==> config.mk <==
export PLATFORM = sky130hd
export DESIGN_NAME = excl_mon
export DESIGN_NICKNAME = d
export VERILOG_FILES = /design/src/rtl/excl_mon_pkg.sv /design/src/rtl/excl_mon_entry.sv /design/src/rtl/excl_mon_alloc.sv /design/src/rtl/excl_mon.sv
export SDC_FILE = /design/constraint.sdc
export NUM_CORES = 1
export LEC_CHECK = 0
export BUFFER_PORTS_ARGS = -buffer_cell sky130_fd_sc_hd__buf_2
export CAP_MARGIN = 20
export CELL_PAD_IN_SITES_DETAIL_PLACEMENT = 1
export CELL_PAD_IN_SITES_GLOBAL_PLACEMENT = 2
export CORE_ASPECT_RATIO = 0.9
export CORE_MARGIN = 10
export CORE_UTILIZATION = 42
export CTS_CLUSTER_SIZE = 12
export DETAILED_ROUTE_END_ITERATION = 10
export GPL_TIMING_DRIVEN = 0
export MAX_ROUTING_LAYER = met4
export PLACE_DENSITY = 0.89
export SLEW_MARGIN = 10
export SYNTH_ARGS = -nofsm -noshare
export SYNTH_HDL_FRONTEND = slang
export SYNTH_SLANG_ARGS = --single-unit
==> constraint.sdc <==
create_clock -name clk -period 11.15 [get_ports clk]
set_input_delay 1.115 -clock clk [delete_from_list [all_inputs] [get_ports clk]]
set_output_delay 1.115 -clock clk [all_outputs]
set_load 0.005 [all_outputs]
==> src/rtl/excl_mon_pkg.sv <==
// Shared response codes for the exclusive access reservation monitor.
package excl_mon_pkg;
    typedef enum logic [1:0] {
        RSP_OKAY   = 2'b00,
        RSP_EXOKAY = 2'b01
    } rsp_e;
endpackage

==> src/rtl/excl_mon_entry.sv <==
// One reservation slot: keeps ID, first and last byte of a reserved range.
// It drops itself when an allowed write overlaps that range.
// Assumes the controller never asks for a set and an allowed write in one cycle.
module excl_mon_entry #(
    parameter int ID_W   = 4,
    parameter int ADDR_W = 16
) (
    input  logic              clk,
    input  logic              rst_n,
    input  logic              set_i,
    input  logic              wclr_i,
    input  logic [ID_W-1:0]   id_i,
    input  logic [ADDR_W:0]   first_i,
    input  logic [ADDR_W:0]   last_i,
    output logic              valid_o,
    output logic              id_hit_o,
    output logic              exact_o
);
    logic [ID_W-1:0] id_q;
    logic [ADDR_W:0] first_q;
    logic [ADDR_W:0] last_q;
    logic            overlap;

    // Compare the held reservation with the current request.
    always_comb begin
        id_hit_o = valid_o && (id_q == id_i);
        exact_o  = id_hit_o && (first_q == first_i) && (last_q == last_i);
        overlap  = valid_o && (first_q <= last_i) && (first_i <= last_q);
    end

    // Load a new reservation or drop it on an overlapping write.
    always_ff @(posedge clk) begin
        if (!rst_n) begin
            valid_o <= 1'b0;
            id_q    <= '0;
            first_q <= '0;
            last_q  <= '0;
        end else if (set_i) begin
            valid_o <= 1'b1;
            id_q    <= id_i;
            first_q <= first_i;
            last_q  <= last_i;
        end else if (wclr_i && overlap) begin
            valid_o <= 1'b0;
        end
    end


    no_set_and_clr_chk: assert property (@(posedge clk) disable iff (!rst_n)
        !(set_i && wclr_i));


    clr_drops_chk: assert property (@(posedge clk) disable iff (!rst_n)
        (wclr_i && overlap) |=> !valid_o);
endmodule

==> src/rtl/excl_mon_alloc.sv <==
// Chooses the slot for a new reservation. The order is: the slot that already
// holds the ID, then the lowest free slot, then the victim pointer.
// Assumes NUM_ENT is at least 2 and that IDs are unique in the table.
module excl_mon_alloc #(
    parameter int NUM_ENT = 4
) (
    input  logic               clk,
    input  logic               rst_n,
    input  logic               alloc_i,
    input  logic [NUM_ENT-1:0] valid_i,
    input  logic [NUM_ENT-1:0] hit_i,
    output logic [NUM_ENT-1:0] sel_o
);
    localparam int PTR_W = $clog2(NUM_ENT);

    logic [PTR_W-1:0] vptr_q;
    logic             evict;

    // Pick a one-hot slot for the allocation.
    always_comb begin
        sel_o = '0;
        evict = 1'b0;
        if (alloc_i) begin
            if (|hit_i) begin
                sel_o = hit_i;
            end else if (&valid_i) begin
                sel_o[vptr_q] = 1'b1;
                evict = 1'b1;
            end else begin
                for (int i = NUM_ENT - 1; i >= 0; i--) begin
                    if (!valid_i[i]) sel_o = NUM_ENT'(1) << i;
                end
            end
        end
    end

    // Move the victim pointer on after each eviction.
    always_ff @(posedge clk) begin
        if (!rst_n) begin
            vptr_q <= '0;
        end else if (evict) begin
            vptr_q <= (vptr_q == PTR_W'(NUM_ENT - 1)) ? '0 : vptr_q + 1'b1;
        end
    end


    one_slot_chk: assert property (@(posedge clk) disable iff (!rst_n)
        alloc_i |-> $countones(sel_o) == 1);


    no_free_evict_chk: assert property (@(posedge clk) disable iff (!rst_n)
        (alloc_i && !(&valid_i) && !(|hit_i)) |-> (sel_o & valid_i) == '0);
endmodule

==> src/rtl/excl_mon.sv <==
// Exclusive access reservation monitor. For each request it decides the
// response code and whether memory may be written, and it keeps the table of
// per-ID reservations. Responses are registered one cycle after the request.
// Assumes at most one request per cycle, and len is the byte count minus one.
module excl_mon
    import excl_mon_pkg::*;
#(
    parameter int NUM_ENT = 4,
    parameter int ID_W    = 4,
    parameter int ADDR_W  = 16,
    parameter int LEN_W   = 4,
    parameter bit EXCL_EN = 1'b1
) (
    input  logic              clk,
    input  logic              rst_n,
    input  logic              req_valid,
    input  logic              req_write,
    input  logic              req_excl,
    input  logic [ID_W-1:0]   req_id,
    input  logic [ADDR_W-1:0] req_addr,
    input  logic [LEN_W-1:0]  req_len,
    output logic              rsp_valid,
    output logic [1:0]        rsp_code,
    output logic              mem_wr_en
);
    logic [ADDR_W:0]    first_a;
    logic [ADDR_W:0]    last_a;
    logic               ex_rd;
    logic               ex_wr;
    logic               ex_ok;
    logic               wr_allow;
    logic [NUM_ENT-1:0] ent_valid;
    logic [NUM_ENT-1:0] ent_hit;
    logic [NUM_ENT-1:0] ent_exact;
    logic [NUM_ENT-1:0] ent_set;
    rsp_e               code_d;

    // Decode the request and grade it.
    always_comb begin
        first_a  = {1'b0, req_addr};
        last_a   = first_a + (ADDR_W + 1)'(req_len);
        ex_rd    = EXCL_EN && req_valid && !req_write && req_excl;
        ex_wr    = EXCL_EN && req_valid && req_write && req_excl;
        ex_ok    = ex_wr && (|ent_exact);
        wr_allow = req_valid && req_write && (!(EXCL_EN && req_excl) || ex_ok);
        code_d   = (ex_rd || ex_ok) ? RSP_EXOKAY : RSP_OKAY;
    end

    excl_mon_alloc #(.NUM_ENT(NUM_ENT)) u_alloc (
        .clk     (clk),
        .rst_n   (rst_n),
        .alloc_i (ex_rd),
        .valid_i (ent_valid),
        .hit_i   (ent_hit),
        .sel_o   (ent_set)
    );

    generate
        for (genvar g = 0; g < NUM_ENT; g++) begin : g_ent
            excl_mon_entry #(.ID_W(ID_W), .ADDR_W(ADDR_W)) u_ent (
                .clk      (clk),
                .rst_n    (rst_n),
                .set_i    (ent_set[g]),
                .wclr_i   (wr_allow),
                .id_i     (req_id),
                .first_i  (first_a),
                .last_i   (last_a),
                .valid_o  (ent_valid[g]),
                .id_hit_o (ent_hit[g]),
                .exact_o  (ent_exact[g])
            );
        end
    endgenerate

    // Register the response for the following cycle.
    always_ff @(posedge clk) begin
        if (!rst_n) begin
            rsp_valid <= 1'b0;
            rsp_code  <= RSP_OKAY;
            mem_wr_en <= 1'b0;
        end else begin
            rsp_valid <= req_valid;
            rsp_code  <= req_valid ? code_d : RSP_OKAY;
            mem_wr_en <= wr_allow;
        end
    end


    unique_id_chk: assert property (@(posedge clk) disable iff (!rst_n)
        $onehot0(ent_hit));


    wr_only_on_write_chk: assert property (@(posedge clk) disable iff (!rst_n)
        mem_wr_en |-> rsp_valid && $past(req_write));


    fail_no_update_chk: assert property (@(posedge clk) disable iff (!rst_n)
        (rsp_valid && rsp_code == RSP_OKAY && $past(req_write && req_excl) && EXCL_EN)
            |-> !mem_wr_en);


    exokay_write_updates_chk: assert property (@(posedge clk) disable iff (!rst_n)
        (rsp_valid && rsp_code == RSP_EXOKAY && $past(req_write)) |-> mem_wr_en);


    exokay_needs_excl_chk: assert property (@(posedge clk) disable iff (!rst_n)
        (rsp_code == RSP_EXOKAY) |-> (EXCL_EN && $past(req_excl && req_valid)));
endmodule

==> impl_metrics.env <==
export IMPL_die_area_mm2=0.0348
export IMPL_ys_flop_type="dfxtp_1"
export IMPL_layout_cells_non_filler=1842
export IMPL_hold_viol_final=0
export IMPL_end_kind="flop"
export IMPL_areaGrowthSynthToFinish_pct=11.5
export IMPL_whs_endpoint="g_ent[2].u_ent.last_q[4]"
export IMPL_ctsHoldBuffers=0
export IMPL_die_height_um=178
export IMPL_synth_cell_types=78
export IMPL_powerDensity_mw_per_mm2=120
export IMPL_yosysWarnings=0
export IMPL_cp_arrival_ns=6.63
export IMPL_tightest_slew_ns=1.22
export IMPL_crit_path_top_delay_cell="nand4_1"
export IMPL_relSlewSlack=0.190
export IMPL_cts_clk_slew_worst_paths_ns=0.08
export IMPL_setup_tns_ns=0
export IMPL_grt_pass1_vias=11500
export IMPL_die_width_um=195
export IMPL_p_leak_nw=4.74
export IMPL_use_met3=0.0624
export IMPL_rrSetupSlack_ns=7.43
export IMPL_crit_top_cell="clkbuf_1"
export IMPL_io_pins=33
export IMPL_yosys_top_cells_count="dfxtp_1, nand2_1, nor2_1"
export IMPL_synth_top_family_by_area="simple AND/OR/NAND/NOR gates"
export IMPL_core_area_mm2=0.0272
export IMPL_period_needed_ns=6.28
export IMPL_nNetsFinal=1637
export IMPL_syn_area_mm2=0.0116
export IMPL_synth_nets=1585
export IMPL_grtUsageTotal=0.284
export IMPL_finClkSkew_ns=0.0169
export IMPL_hp_start="g_ent[2].u_ent.last_q[4]"
export IMPL_synthMuxAreaShare=0.0456
export IMPL_cts_sinks=157
export IMPL_rsz0062_at_grt="no"
export IMPL_crit_family="compound AO/OA/AOI/OAI gates"
export IMPL_required_ns=11.49
export IMPL_critPathBufInv=4
export IMPL_yosys_area_share_xor_xnor=0.126
export IMPL_multiInputGateArea_mm2=0.00790
export IMPL_synthCells=1423
export IMPL_post_place_cells=1810
export IMPL_antenna_left=0
export IMPL_yosysSeqAreaShare=0.270
export IMPL_ys_async_sr_fraction=0
export IMPL_wl_per_cell_um=26.4
export IMPL_grt_busiest_layer="met2"
export IMPL_drtPass1Iterations=5
export IMPL_synthSimpleGateAreaFrac=0.192
export IMPL_grt_use_met2=0.448
export IMPL_synth_most_common_cell="dfxtp_1"
export IMPL_grt_max_degree=17
export IMPL_num_rows=57
export IMPL_critPathKind="in -> reg"
export IMPL_drc=0
export IMPL_pre_cts_ws_ns=4.62
export IMPL_finalSetupViolCount=0
export IMPL_r2r_end="g_ent[1].u_ent.first_q[2]"
export IMPL_yosysTopAreaCellShare=0.270
export IMPL_post_cts_buffers=0
export IMPL_synth_compound_area_frac=0.165
export IMPL_yosys_area_share_adder=0.145
export IMPL_fin_crit_sh=0.564
export IMPL_antenna_found_initial=1
export IMPL_cts_buffers=17
export IMPL_synthTopCellsByArea="dfxtp_1, ha_1, xnor2_1, nand2_1, mux2i_1"
export IMPL_cts_tree="yes"
export IMPL_io_buffers=27
export IMPL_critPathMaxStageDelay_ns=0.61
export IMPL_syn_avg_cell_area_um2=8.18
export IMPL_grt_ovfl_total=0
export IMPL_hpwlAfterDp_um=37200
export IMPL_hold_depth=2
export IMPL_clk_latency_ns=0.46
export IMPL_cts_buffer_depth=2
export IMPL_diodes=0
export IMPL_min_path_type="reg -> reg"
export IMPL_r2r_start="g_ent[1].u_ent.id_q[1]"
export IMPL_ys_ff_latch=157
export IMPL_setup_slack_ns=4.87
export IMPL_viasPerCell=6.09
export IMPL_fillers=3311
export IMPL_yosys_area_top_type="dfxtp_1"
export IMPL_post_cts_resized=0
export IMPL_drv_cap=0
export IMPL_vdd_drop_max_v=0.000107
export IMPL_ctsRootBufferMaster="clkbuf_16"
export IMPL_slew_violations=0
export IMPL_fmax_mhz=159
export IMPL_grt_pass1_wl_um=72500
export IMPL_layout_drive_gt1_share=0.0692
export IMPL_ctsHtreeMaxLevel=4
export IMPL_drt_iter0_markers=969
export IMPL_r2r_cells=8
export IMPL_critPathMaxFanout=10
export IMPL_met1_usage=0.344
export IMPL_seqCellArea_mm2=0.00314
export IMPL_vias=11200
export IMPL_finalCoreUtilization=0.477
export IMPL_timing_critical_path_cells="buf_2 -> clkbuf_1 -> inv_1 -> fa_1 -> nand2b_2 -> a21oi_1 -> clkbuf_1 -> nand4_1 -> xnor2_1 -> a2111oi_0 -> o2111ai_1 -> o32a_1 -> a31o_1 -> o31a_1"
export IMPL_synth_edf_count=0
export IMPL_initial_core_util=0.428
export IMPL_gp_congestion=0.969
export IMPL_crit_path_start_kind="input port"
export IMPL_wl_um=48500
export IMPL_status="complete, no violations"
==> cells by family (layout without fill, tap and decap cells) <==
logic type	Yosys count	in the layout
AND/OR/NAND/NOR	468	468
XOR/XNOR	157	157
multiplexers	53	53
buffers and inverters	163	228
AO/OA/AOI/OAI	289	289
other	1	1
flip-flops	157	157
adder cells (fa/ha/maj)	135	135
==> cell type report <==
type | instances | share of cell area
multi-input cells | 1103 | 0.609
flip-flops and latches | 157 | 0.242
well taps | 354 | 0.0341
clock buffers | 18 | 0.0339
plain buffers | 79 | 0.0251
inverters | 84 | 0.0243
repair buffers | 33 | 0.0159
clock inverters | 14 | 0.0158
==> power by group <==
part / internal [mW] / switching (mW) / leakage (nW) / total (mW)
clock: 0.387 / 0.288 / 0.315 / 0.676
sequential: 0.568 / 0.00682 / 1.27 / 0.574
combinational: 0.103 / 0.207 / 3.16 / 0.310
total: 1.06 / 0.503 / 4.74 / 1.56
==> sequential cells by signal, indices dropped and copies added (netlist names) <==
register	count
u_alloc.vptr_q	2
rsp_code	1
mem_wr_en	1
g_ent.u_ent.id_q	16
rsp_valid	1
g_ent.u_ent.valid_o	4
g_ent.u_ent.last_q	68
g_ent.u_ent.first_q	64
==> cell usage in the layout (no fill, tap or decap), types with 9 or more instances in the layout <==
| cell type | count |
|---|---|
| inv_1 | 82 |
| xor2_1 | 44 |
| nor3_1 | 21 |
| clkbuf_1 | 54 |
| nor4_1 | 21 |
| ha_1 | 132 |
| nor2_1 | 135 |
| nor2b_1 | 17 |
| a21oi_1 | 94 |
| buf_1 | 10 |
| nand2b_1 | 9 |
| clkbuf_16 | 17 |
| mux2i_1 | 53 |
| nand4_1 | 38 |
| o211ai_1 | 9 |
| xnor2_1 | 99 |
| o21a_1 | 10 |
| nand2_1 | 149 |
| nand3_1 | 27 |
| dfxtp_1 | 157 |
| a211oi_1 | 53 |
| o21ai_0 | 39 |
| buf_2 | 38 |
| a21o_1 | 20 |
==> how the worst max path moves through the flow <==
stage	slack, ns	cells after the start	start	end
final	4.87	14	req_addr[1]	g_ent[2].u_ent.valid_o
after global routing	4.79	14	req_addr[1]	g_ent[2].u_ent.valid_o
after CTS	5.08	14	req_addr[1]	g_ent[2].u_ent.valid_o
after detailed placement	4.62	14	req_addr[1]	g_ent[2].u_ent.valid_o
after global placement	4.05	15	req_addr[1]	g_ent[0].u_ent.valid_o
after floorplan	6.30	16	req_addr[1]	g_ent[1].u_ent.valid_o
==> metal layers <==
| metal | up-vias | part of all wire |
|---|---|---|
| met5 | - | 0 |
| met4 | 0 | 0.044 |
| met3 | 120 | 0.072 |
| met2 | 408 | 0.45 |
| met1 | 5562 | 0.43 |
| li1 | 5135 | - |
==> stage by stage <==
stage / hold slack (ns) / area (um2) / power (mW)
5_1_grt: 0.481 / 13000 / 1.61
3_5_place_dp: 0.450 / 12300 / 0.887
3_3_place_gp: 0.443 / 12200 / 0.873
6_report: 0.461 / 13000 / 1.56
4_1_cts: 0.459 / 13000 / 1.55
2_1_floorplan: 0.436 / 11600 / 0.766
==> worst min-delay path, cell delays in order, from the launching register on <==
cell and delay, ns:
dfxtp_1 0.31, nand2_1 0.05, a21oi_1 0.05
Power figures use the tool's default switching activity.
